--- config.mk ---
export PLATFORM = sky130hd
export DESIGN_NAME = dma_regbank
export DESIGN_NICKNAME = d
export VERILOG_FILES = /design/src/rtl/dma_rb_pkg.sv /design/src/rtl/dma_rb_chan.sv /design/src/rtl/dma_rb_ctrl.sv /design/src/rtl/dma_regbank.sv
export SDC_FILE = /design/constraint.sdc
export NUM_CORES = 1
export LEC_CHECK = 0
export ABC_AREA = 1
export BUFFER_PORTS_ARGS = -buffer_cell sky130_fd_sc_hd__buf_2
export CORE_AREA = 2 2 145 288
export DETAILED_ROUTE_END_ITERATION = 8
export DIE_AREA = 0 0 147 290
export HOLD_SLACK_MARGIN = 0.15
export PLACE_DENSITY = 0.61
export SYNTH_ARGS = -nofsm -noshare
export SYNTH_HDL_FRONTEND = slang
export SYNTH_SLANG_ARGS = --single-unit
--- constraint.sdc ---
create_clock -name clk -period 1.9 [get_ports clk]
set_input_delay 0.19 -clock clk [delete_from_list [all_inputs] [get_ports clk]]
set_output_delay 0.19 -clock clk [all_outputs]
set_load 0.05 [all_outputs]
--- src/rtl/dma_rb_pkg.sv ---
package dma_rb_pkg;
  localparam int DW     = 8;
  localparam int NCH    = 4;
  localparam int CHW    = $clog2(NCH);
  localparam int VW     = 2 * DW;
  localparam int OFF_W  = 4;
  localparam int MODE_W = DW - CHW;
  localparam int AUTO_BIT = 2;

  localparam logic [OFF_W-1:0] OFF_CMD     = 4'h8;
  localparam logic [OFF_W-1:0] OFF_REQ     = 4'h9;
  localparam logic [OFF_W-1:0] OFF_SMASK   = 4'hA;
  localparam logic [OFF_W-1:0] OFF_MODE    = 4'hB;
  localparam logic [OFF_W-1:0] OFF_CLRPTR  = 4'hC;
  localparam logic [OFF_W-1:0] OFF_MCLR    = 4'hD;
  localparam logic [OFF_W-1:0] OFF_CLRMASK = 4'hE;
  localparam logic [OFF_W-1:0] OFF_AMASK   = 4'hF;
endpackage

--- src/rtl/dma_rb_chan.sv ---
module dma_rb_chan
  import dma_rb_pkg::*;
(
  input  logic          clk,
  input  logic          rst_n,
  input  logic          we_addr,
  input  logic          we_cnt,
  input  logic          hi_sel,
  input  logic [DW-1:0] wdata,
  input  logic          eng_ld,
  input  logic [VW-1:0] eng_addr,
  input  logic [VW-1:0] eng_cnt,
  input  logic          reload,
  output logic [VW-1:0] cur_addr,
  output logic [VW-1:0] cur_cnt
);
  logic [VW-1:0] base_addr, base_cnt;

  function automatic logic [VW-1:0] put_byte(input logic [VW-1:0] v,
                                             input logic hi,
                                             input logic [DW-1:0] b);
    logic [VW-1:0] r;
    r = v;
    if (hi) r[VW-1:DW] = b;
    else    r[DW-1:0]  = b;
    return r;
  endfunction

  // Host byte write has priority, then autoinit reload, then engine update.
  always_ff @(posedge clk or negedge rst_n) begin
    if (!rst_n) begin
      base_addr <= '0;
      cur_addr  <= '0;
    end else if (we_addr) begin
      base_addr <= put_byte(base_addr, hi_sel, wdata);
      cur_addr  <= put_byte(cur_addr, hi_sel, wdata);
    end else if (reload) begin
      cur_addr  <= base_addr;
    end else if (eng_ld) begin
      cur_addr  <= eng_addr;
    end
  end

  always_ff @(posedge clk or negedge rst_n) begin
    if (!rst_n) begin
      base_cnt <= '0;
      cur_cnt  <= '0;
    end else if (we_cnt) begin
      base_cnt <= put_byte(base_cnt, hi_sel, wdata);
      cur_cnt  <= put_byte(cur_cnt, hi_sel, wdata);
    end else if (reload) begin
      cur_cnt  <= base_cnt;
    end else if (eng_ld) begin
      cur_cnt  <= eng_cnt;
    end
  end
endmodule

--- src/rtl/dma_rb_ctrl.sv ---
module dma_rb_ctrl
  import dma_rb_pkg::*;
(
  input  logic                  clk,
  input  logic                  rst_n,
  input  logic                  bus_wr,
  input  logic                  bus_rd,
  input  logic [OFF_W-1:0]      bus_off,
  input  logic [DW-1:0]         bus_wdata,
  input  logic [NCH-1:0]        eng_tc,
  input  logic [NCH-1:0]        eng_dreq,
  output logic                  ptr_hi,
  output logic [NCH-1:0]        ch_mask,
  output logic [NCH*MODE_W-1:0] ch_mode,
  output logic [DW-1:0]         cmd_reg,
  output logic [NCH-1:0]        sw_req,
  output logic [DW-1:0]         status,
  output logic [NCH-1:0]        reload
);
  logic [MODE_W-1:0] mode_q [NCH];
  logic [NCH-1:0]    tc_q;
  logic [CHW-1:0]    wsel;
  logic              chan_acc, mclr, stat_rd;

  assign wsel     = bus_wdata[CHW-1:0];
  assign chan_acc = (bus_wr || bus_rd) && !bus_off[OFF_W-1];
  assign mclr     = bus_wr && bus_off == OFF_MCLR;
  assign stat_rd  = bus_rd && bus_off == OFF_CMD;
  assign status   = {eng_dreq | sw_req, tc_q};

  always_ff @(posedge clk or negedge rst_n) begin
    if (!rst_n)                                   ptr_hi <= 1'b0;
    else if (mclr || (bus_wr && bus_off == OFF_CLRPTR)) ptr_hi <= 1'b0;
    else if (chan_acc)                            ptr_hi <= ~ptr_hi;
  end

  always_ff @(posedge clk or negedge rst_n) begin
    if (!rst_n) begin
      ch_mask <= '1;
      cmd_reg <= '0;
      sw_req  <= '0;
    end else if (mclr) begin
      ch_mask <= '1;
      cmd_reg <= '0;
      sw_req  <= '0;
    end else if (bus_wr) begin
      case (bus_off)
        OFF_CMD:     cmd_reg       <= bus_wdata;
        OFF_REQ:     sw_req[wsel]  <= bus_wdata[CHW];
        OFF_SMASK:   ch_mask[wsel] <= bus_wdata[CHW];
        OFF_CLRMASK: ch_mask       <= '0;
        OFF_AMASK:   ch_mask       <= bus_wdata[NCH-1:0];
        default: ;
      endcase
    end
  end

  always_ff @(posedge clk or negedge rst_n) begin
    if (!rst_n)       tc_q <= '0;
    else if (mclr)    tc_q <= '0;
    else if (stat_rd) tc_q <= eng_tc;
    else              tc_q <= tc_q | eng_tc;
  end

  for (genvar n = 0; n < NCH; n++) begin : g_mode
    always_ff @(posedge clk or negedge rst_n) begin
      if (!rst_n) mode_q[n] <= '0;
      else if (bus_wr && bus_off == OFF_MODE && wsel == CHW'(n))
        mode_q[n] <= bus_wdata[DW-1:CHW];
    end
    assign ch_mode[n*MODE_W +: MODE_W] = mode_q[n];
    assign reload[n] = eng_tc[n] && mode_q[n][AUTO_BIT];
  end
endmodule

--- src/rtl/dma_regbank.sv ---
module dma_regbank
  import dma_rb_pkg::*;
(
  input  logic                  clk,
  input  logic                  rst_n,
  input  logic                  bus_wr,
  input  logic                  bus_rd,
  input  logic [OFF_W-1:0]      bus_off,
  input  logic [DW-1:0]         bus_wdata,
  output logic [DW-1:0]         bus_rdata,
  input  logic                  eng_ld_valid,
  input  logic [CHW-1:0]        eng_ld_ch,
  input  logic [VW-1:0]         eng_ld_addr,
  input  logic [VW-1:0]         eng_ld_cnt,
  input  logic [NCH-1:0]        eng_tc,
  input  logic [NCH-1:0]        eng_dreq,
  output logic [NCH-1:0]        ch_mask,
  output logic [NCH*MODE_W-1:0] ch_mode,
  output logic [DW-1:0]         cmd_reg,
  output logic [NCH-1:0]        sw_req,
  output logic [NCH*VW-1:0]     cur_addr,
  output logic [NCH*VW-1:0]     cur_cnt
);
  logic           ptr_hi;
  logic [DW-1:0]  status;
  logic [NCH-1:0] reload;
  logic [VW-1:0]  ca [NCH];
  logic [VW-1:0]  cc [NCH];

  dma_rb_ctrl u_ctrl (
    .clk, .rst_n, .bus_wr, .bus_rd, .bus_off, .bus_wdata,
    .eng_tc, .eng_dreq, .ptr_hi, .ch_mask, .ch_mode, .cmd_reg,
    .sw_req, .status, .reload
  );

  for (genvar n = 0; n < NCH; n++) begin : g_ch
    localparam logic [OFF_W-1:0] A_OFF = OFF_W'(2 * n);
    localparam logic [OFF_W-1:0] C_OFF = OFF_W'(2 * n + 1);
    dma_rb_chan u_chan (
      .clk, .rst_n,
      .we_addr  (bus_wr && bus_off == A_OFF),
      .we_cnt   (bus_wr && bus_off == C_OFF),
      .hi_sel   (ptr_hi),
      .wdata    (bus_wdata),
      .eng_ld   (eng_ld_valid && eng_ld_ch == CHW'(n)),
      .eng_addr (eng_ld_addr),
      .eng_cnt  (eng_ld_cnt),
      .reload   (reload[n]),
      .cur_addr (ca[n]),
      .cur_cnt  (cc[n])
    );
    assign cur_addr[n*VW +: VW] = ca[n];
    assign cur_cnt[n*VW +: VW]  = cc[n];
  end

  logic [VW-1:0] rd_val;
  always_comb begin
    rd_val = bus_off[0] ? cc[bus_off[CHW:1]] : ca[bus_off[CHW:1]];
    if (!bus_off[OFF_W-1])       bus_rdata = ptr_hi ? rd_val[VW-1:DW] : rd_val[DW-1:0];
    else if (bus_off == OFF_CMD) bus_rdata = status;
    else                         bus_rdata = '0;
  end
endmodule

Yosys cells after proc, flatten, opt, wreduce, memory -nomap -nowiden. Index checks and enable logic that the tools add are counted.

$lt $le $gt $ge: 3. Equality and inequality tests: 37. Multiplexer cells: 53. Bitwise gates (word level): 4. Reduce and logical (&&, ||, !) cells: 80.

Operator list (count): two-way mux 16 bit (29); AND reduction 2 bit (35); binary-select mux 16 bit (select 2 bit) (2); two-way mux 8 bit (8); == test 4 bit, second input constant (8); != test 2 bit, second input constant (16); two-way mux 4 bit (7); logical AND 1 bit (26); nonzero test 3 bit (8); == test 4 x 3 -> 1 bit, second input constant (4); one-hot mux 4 bit (3 select lines) (1); bitwise mux 4 bit (2); == test 2 bit, second input constant (4); == test 4 x 2 -> 1 bit, second input constant (2); bitwise OR 4 bit (2); nonzero test 2 bit (4); == test 2 x 1 -> 1 bit, second input constant (2); == test 4 x 1 -> 1 bit, second input constant (1); zero test 2 bit (2); zero test 4 bit (1); nonzero test 4 bit (1); greater-or-equal comparator 3 bit, second input constant (1); < comparator 2 x 3 -> 1 bit, second input constant (1); two-way mux 1 bit (3); other kinds (6) (7).

Register bits after elaboration: 301. Bits of input ports: 59.

Logic depth before layout (Yosys ltp).
Depth after elaboration: 8. Gate-level depth with buffers: 11. Depth with buffers taken out: 9.

By module. Synthesis repeated with hierarchy kept, for this count alone.

Cell total of the unflattened synthesis: 2584. Area total of the unflattened synthesis: 17461.7 um2.

By module, submodules not included: dma_rb_chan (times used 4, cells each 474, area each 3372.0 um2); dma_rb_ctrl (times used 1, cells each 250, area each 2103.3 um2); dma_regbank (times used 1, cells each 438, area each 1870.5 um2).

Least setup slack after synthesis. Ideal clock, no wire load.

Path kind: reg2reg. Start: reg u_ctrl.mode_q, in the netlist u_ctrl.ch_mode[2]. End: reg g_ch[0].u_chan.cur_addr[10]. Arrival: 1.629 ns. Required time: 1.773 ns. Path slack: 0.144 ns. Stages on the path, launching flop included: 8. Buffers on the path: 2. Period minus slack after synthesis: 1.756 ns. Path through: dfrtp_1 > clkbuf_1 > nand2_1 > o21ai_0 > nand2_1 > nand2_2 > buf_2 > o21ai_0.

Longest elaborated chain between the ends: 3. Elaborated cells on any way between the ends: 5.

RTL lines: start, declared (line dma_rb_ctrl.sv:20) `logic [MODE_W-1:0] mode_q [NCH];`; start signal, assigned by index (line dma_rb_ctrl.sv:69) `mode_q[n] <= bus_wdata[DW-1:CHW];`; logical AND 1 bit (*) (line dma_rb_ctrl.sv:72) `assign reload[n] = eng_tc[n] && mode_q[n][AUTO_BIT];`; nonzero test 3 bit (no source line) / two-way mux 16 bit (equally long branches); AND reduction 2 bit (no source line) / two-way mux 16 bit (equally long branches); end signal, assigned (line dma_rb_chan.sv:36) `cur_addr <= put_byte(cur_addr, hi_sel, wdata);`; end signal, assigned (line dma_rb_chan.sv:38) `cur_addr <= base_addr;`; end signal, assigned (line dma_rb_chan.sv:40) `cur_addr <= eng_addr;`; end, declared (line dma_rb_chan.sv:14) `output logic [VW-1:0] cur_addr,`.

Every way passes the cells marked *; elsewhere a longest branch is shown, timed or not. A chain may end at the register's enable or synchronous reset.

Final worst setup path.
Start: reg g_ch[0].u_chan.cur_cnt[14]. End: out bus_rdata[6].

Longest elaborated chain between the ends: 6.

RTL lines: start, declared (line dma_rb_chan.sv:15) `output logic [VW-1:0] cur_cnt`; start signal, assigned (line dma_rb_chan.sv:50) `cur_cnt <= put_byte(cur_cnt, hi_sel, wdata);`; start signal, assigned (line dma_rb_chan.sv:52) `cur_cnt <= base_cnt;`; start signal, assigned (line dma_rb_chan.sv:54) `cur_cnt <= eng_cnt;`; binary-select mux 16 bit (select 2 bit) (line dma_regbank.sv:58) `rd_val = bus_off[0] ? cc[bus_off[CHW:1]] : ca[bus_off[CHW:1]];`; two-way mux 16 bit (implied by the code) (2 in a row) (line dma_regbank.sv:58); two-way mux 16 bit (line dma_regbank.sv:58); two-way mux 8 bit (2 in a row) (line dma_regbank.sv:59) `if (!bus_off[OFF_W-1]) bus_rdata = ptr_hi ? rd_val[VW-1:DW] : rd_val[DW-1:0];`; end, declared (line dma_regbank.sv:10) `output logic [DW-1:0] bus_rdata,`.

Every way passes these cells. The select of a mux whose other input is x is not followed.

==> run_results.csv <==
group,metric,value,unit
timing,maxSlewViolCount,0,
timing,tns,-0.6800,ns
global_routing,antenna_found_initial,0,
cts,insertion_delay,0.59,ns
layout,layout_commonest_cell,"nand2_1",
logic_synthesis,synth_top_area_cell,"dfrtp_1",
logic_synthesis,syn_area,15950,sq um
place,dp_hpwl,54000,um
place,gp_congestion,1.014,
logic_synthesis,synthTopCellsByArea,"dfrtp_1, nand2_1, o21ai_0",
drt,antenna_left,0,
job,maxCapViolations,0,
timing,slew_headroom,47.47,%
logic_synthesis,yosys_warnings,0,
layout,final_cell_mix,"nand2_1, o21ai_0, dfrtp_1, buf_2, nand3_1",
layout,fin_util,51.27,%
power_and_ir_drop,power,26690,uW
cts,htree_levels,1,
cts,cts_tree,"done",
global_routing,gr-total-overflow,0,
die,io_pins,235,
run_status,violations,"negative setup slack",
global_routing,grtUsageMet2,55.97,%
drt,via_per_inst,5.387,
global_routing,grt_pass1_wl,104000,um
logic_synthesis,syn_area_per_cell,7.314,sq um
timing,skew,0.01409,ns
critical_path,critical_path_class,"register to output pin",
layout,area.growth.synth_to_final,29.71,%
die,dieArea,42630,sq um
critical_path,cp-end-kind,"output pin",
timing,setup_ws,-0.1121,ns
place,io_buffers,234,
die,start_util,39.53,%
critical_path,worst-endpoint-required,1.71,ns
global_routing,track_usage,32.64,%
timing,finalHoldViolCount,0,
logic_synthesis,ys_seq_area_share,47.27,%
die,die_w,147,um
cts,clkTransAtPathRegs,0.07,ns
drt,vias,16550,
global_routing,met1_usage,40.54,%
logic_synthesis,yosysTopAreaCellShare,46.61,%
logic_synthesis,netlist_instances,2180,
timing,fmax,0.4970,GHz
logic_synthesis,synth_xor_area_share,0.05493,%
layout,drive_gt1_share,27.72,%
critical_path,critical_path_arrival,1.82,ns
logic_synthesis,ys_types,29,
timing,rsz0062_at_grt,"yes",
cts,cts.sinks,301,
drt,drc,0,
layout,fillers,4051,
logic_synthesis,synth-adder-area-share,0,%
logic_synthesis,synth-seq-cells,301,
timing,finalSetupViolCount,8,
power_and_ir_drop,p_leak,0.01070,uW
power_and_ir_drop,powerDensity,1291,nW/um^2
power_and_ir_drop,vdd_drop_max,722.4,uV
layout,nNetsFinal,2579,
timing,finalCritPeriodShare,105.9,%
critical_path,critPathLaunchType,"register",
drt,dr.pass1.iters,7,
critical_path,worstRegToRegCells,6,
drt,wl_per_cell,23.06,um
worst_hold_path,hold_depth,5,
timing,worst_pin_slew,0.7797,ns
cts,clockRootBuffer,"clkbuf_16",
drt,wl,70870,um
logic_synthesis,synth_compound_area_share,14.05,%
die,rows,104,
timing,layout_min_cycle_time,2.012,ns
global_routing,top_usage_layer,"met2",
logic_synthesis,yosys.area_share.simple,30.49,%
logic_synthesis,yosys-mux-area-fraction,0,%
global_routing,grt_use_met3,3.223,%
layout,n_antenna_cell,0,
drt,drtIter0Drc,1561,
worst_hold_path,hold_path.class,"input port to register",
critical_path,critPathMaxFanout,2,
logic_synthesis,synth.net_count,2239,
global_routing,grt_max_degree,55,
die,coreArea,40340,sq um
cts,clock_path_buffers,3,
timing,hold_slack,0.1642,ns
logic_synthesis,synth_top_family_by_area,"simple AND/OR/NAND/NOR gates",
cts,cts_inserted_buffers,29,
global_routing,grt_pass1_vias,16250,
die,die_y,290,um
run_status,status,"complete, but fails checks",
[report_power, final]
group / total (uW) / switching (uW) / internal [uW]
clock network: 6350 / 2790 / 3560
logic: 10700 / 7700 / 2960
registers: 9690 / 1250 / 8440
[layer usage]
| metal | vias to the layer above | share of wire, % | wire (um) |
|---|---|---|---|
| li1 | 7753 | - | - |
| met1 | 7844 | 39 | 27820 |
| met2 | 776 | 49 | 34460 |
| met3 | 181 | 5.7 | 4051 |
| met4 | 0 | 6.4 | 4541 |
| met5 | - | 0 | 0 |
[final timing paths]
check                      slack [ns]                                   start                                      end
max                             -0.11  g_ch[0].u_chan.cur_cnt[14]$_DFFE_PN0P_                             bus_rdata[6]
min                              0.16                           eng_ld_cnt[9]    g_ch[0].u_chan.cur_cnt[9]$_DFFE_PN0P_
max reg2reg                      0.07          u_ctrl.ch_mode[20]$_DFFE_PN0P_    g_ch[3].u_chan.cur_cnt[1]$_DFFE_PN0P_
min reg2reg                      0.46           u_ctrl.ch_mask[0]$_DFFE_PN1P_            u_ctrl.ch_mask[0]$_DFFE_PN1P_
max in group asynchronous        1.26                                   rst_n    g_ch[1].u_chan.cur_cnt[0]$_DFFE_PN0P_
min in group asynchronous        0.28                                   rst_n  g_ch[3].u_chan.base_addr[7]$_DFFE_PN0P_
[critical path: stages, from the launching register on]
cell     delay [ns]
dfrtp_1        0.39
inv_1          0.12
nand2_1        0.09
nand3_2        0.09
nand3_2        0.10
nand3_2        0.10
nand2_2        0.07
nand2_2        0.07
nand2_2        0.06
buf_6          0.15
[cell type report]
cell class | count | area (sq um) | share of cell area (%)
clock buffer | 35 | 798.3 | 3.860
clock inverter | 19 | 222.7 | 1.077
inverter | 156 | 593.1 | 2.868
multi-input combinational | 1576 | 7664 | 37.05
sequential | 301 | 7541 | 36.46
tap | 530 | 663.1 | 3.206
timing repair buffer | 456 | 3201 | 15.47
[kinds of logic after synthesis]
group / Yosys count
simple gates: 1131
compound gates: 444
buf+inv: 303
flops: 301
xor+xnor: 1
[per-stage QoR]
step	worst slack, ns	std cells	instance area [sq um]
floorplan	0.1443	2180	15950
global route	-0.1601	3073	20680
global placement	-0.1048	2926	18240
detailed placement	-0.1169	2926	18240
finish	-0.1121	3073	20680
CTS	-0.1292	3043	20210
[cell usage after synthesis (all sizes together)]
master and instances:
nor3 32, o211ai 1, nand4 5, dfrtp 297
nor2 18, clkinv 3, o21ai 375, a21oi 68
inv 153, nand3 258, dfstp 4, xor2 1
clkbuf 86, nand2 818, buf 61
[timing repair]
action,in CTS,in global routing
pin swaps,22,29
gates resized for setup,116,83
hold endpoints to repair,350,0
setup buffers,30,30
cloned,0,0
endpoints found under the setup margin,10,22
hold buffers,33,0
No activity file was read; power rests on OpenSTA's default activity.
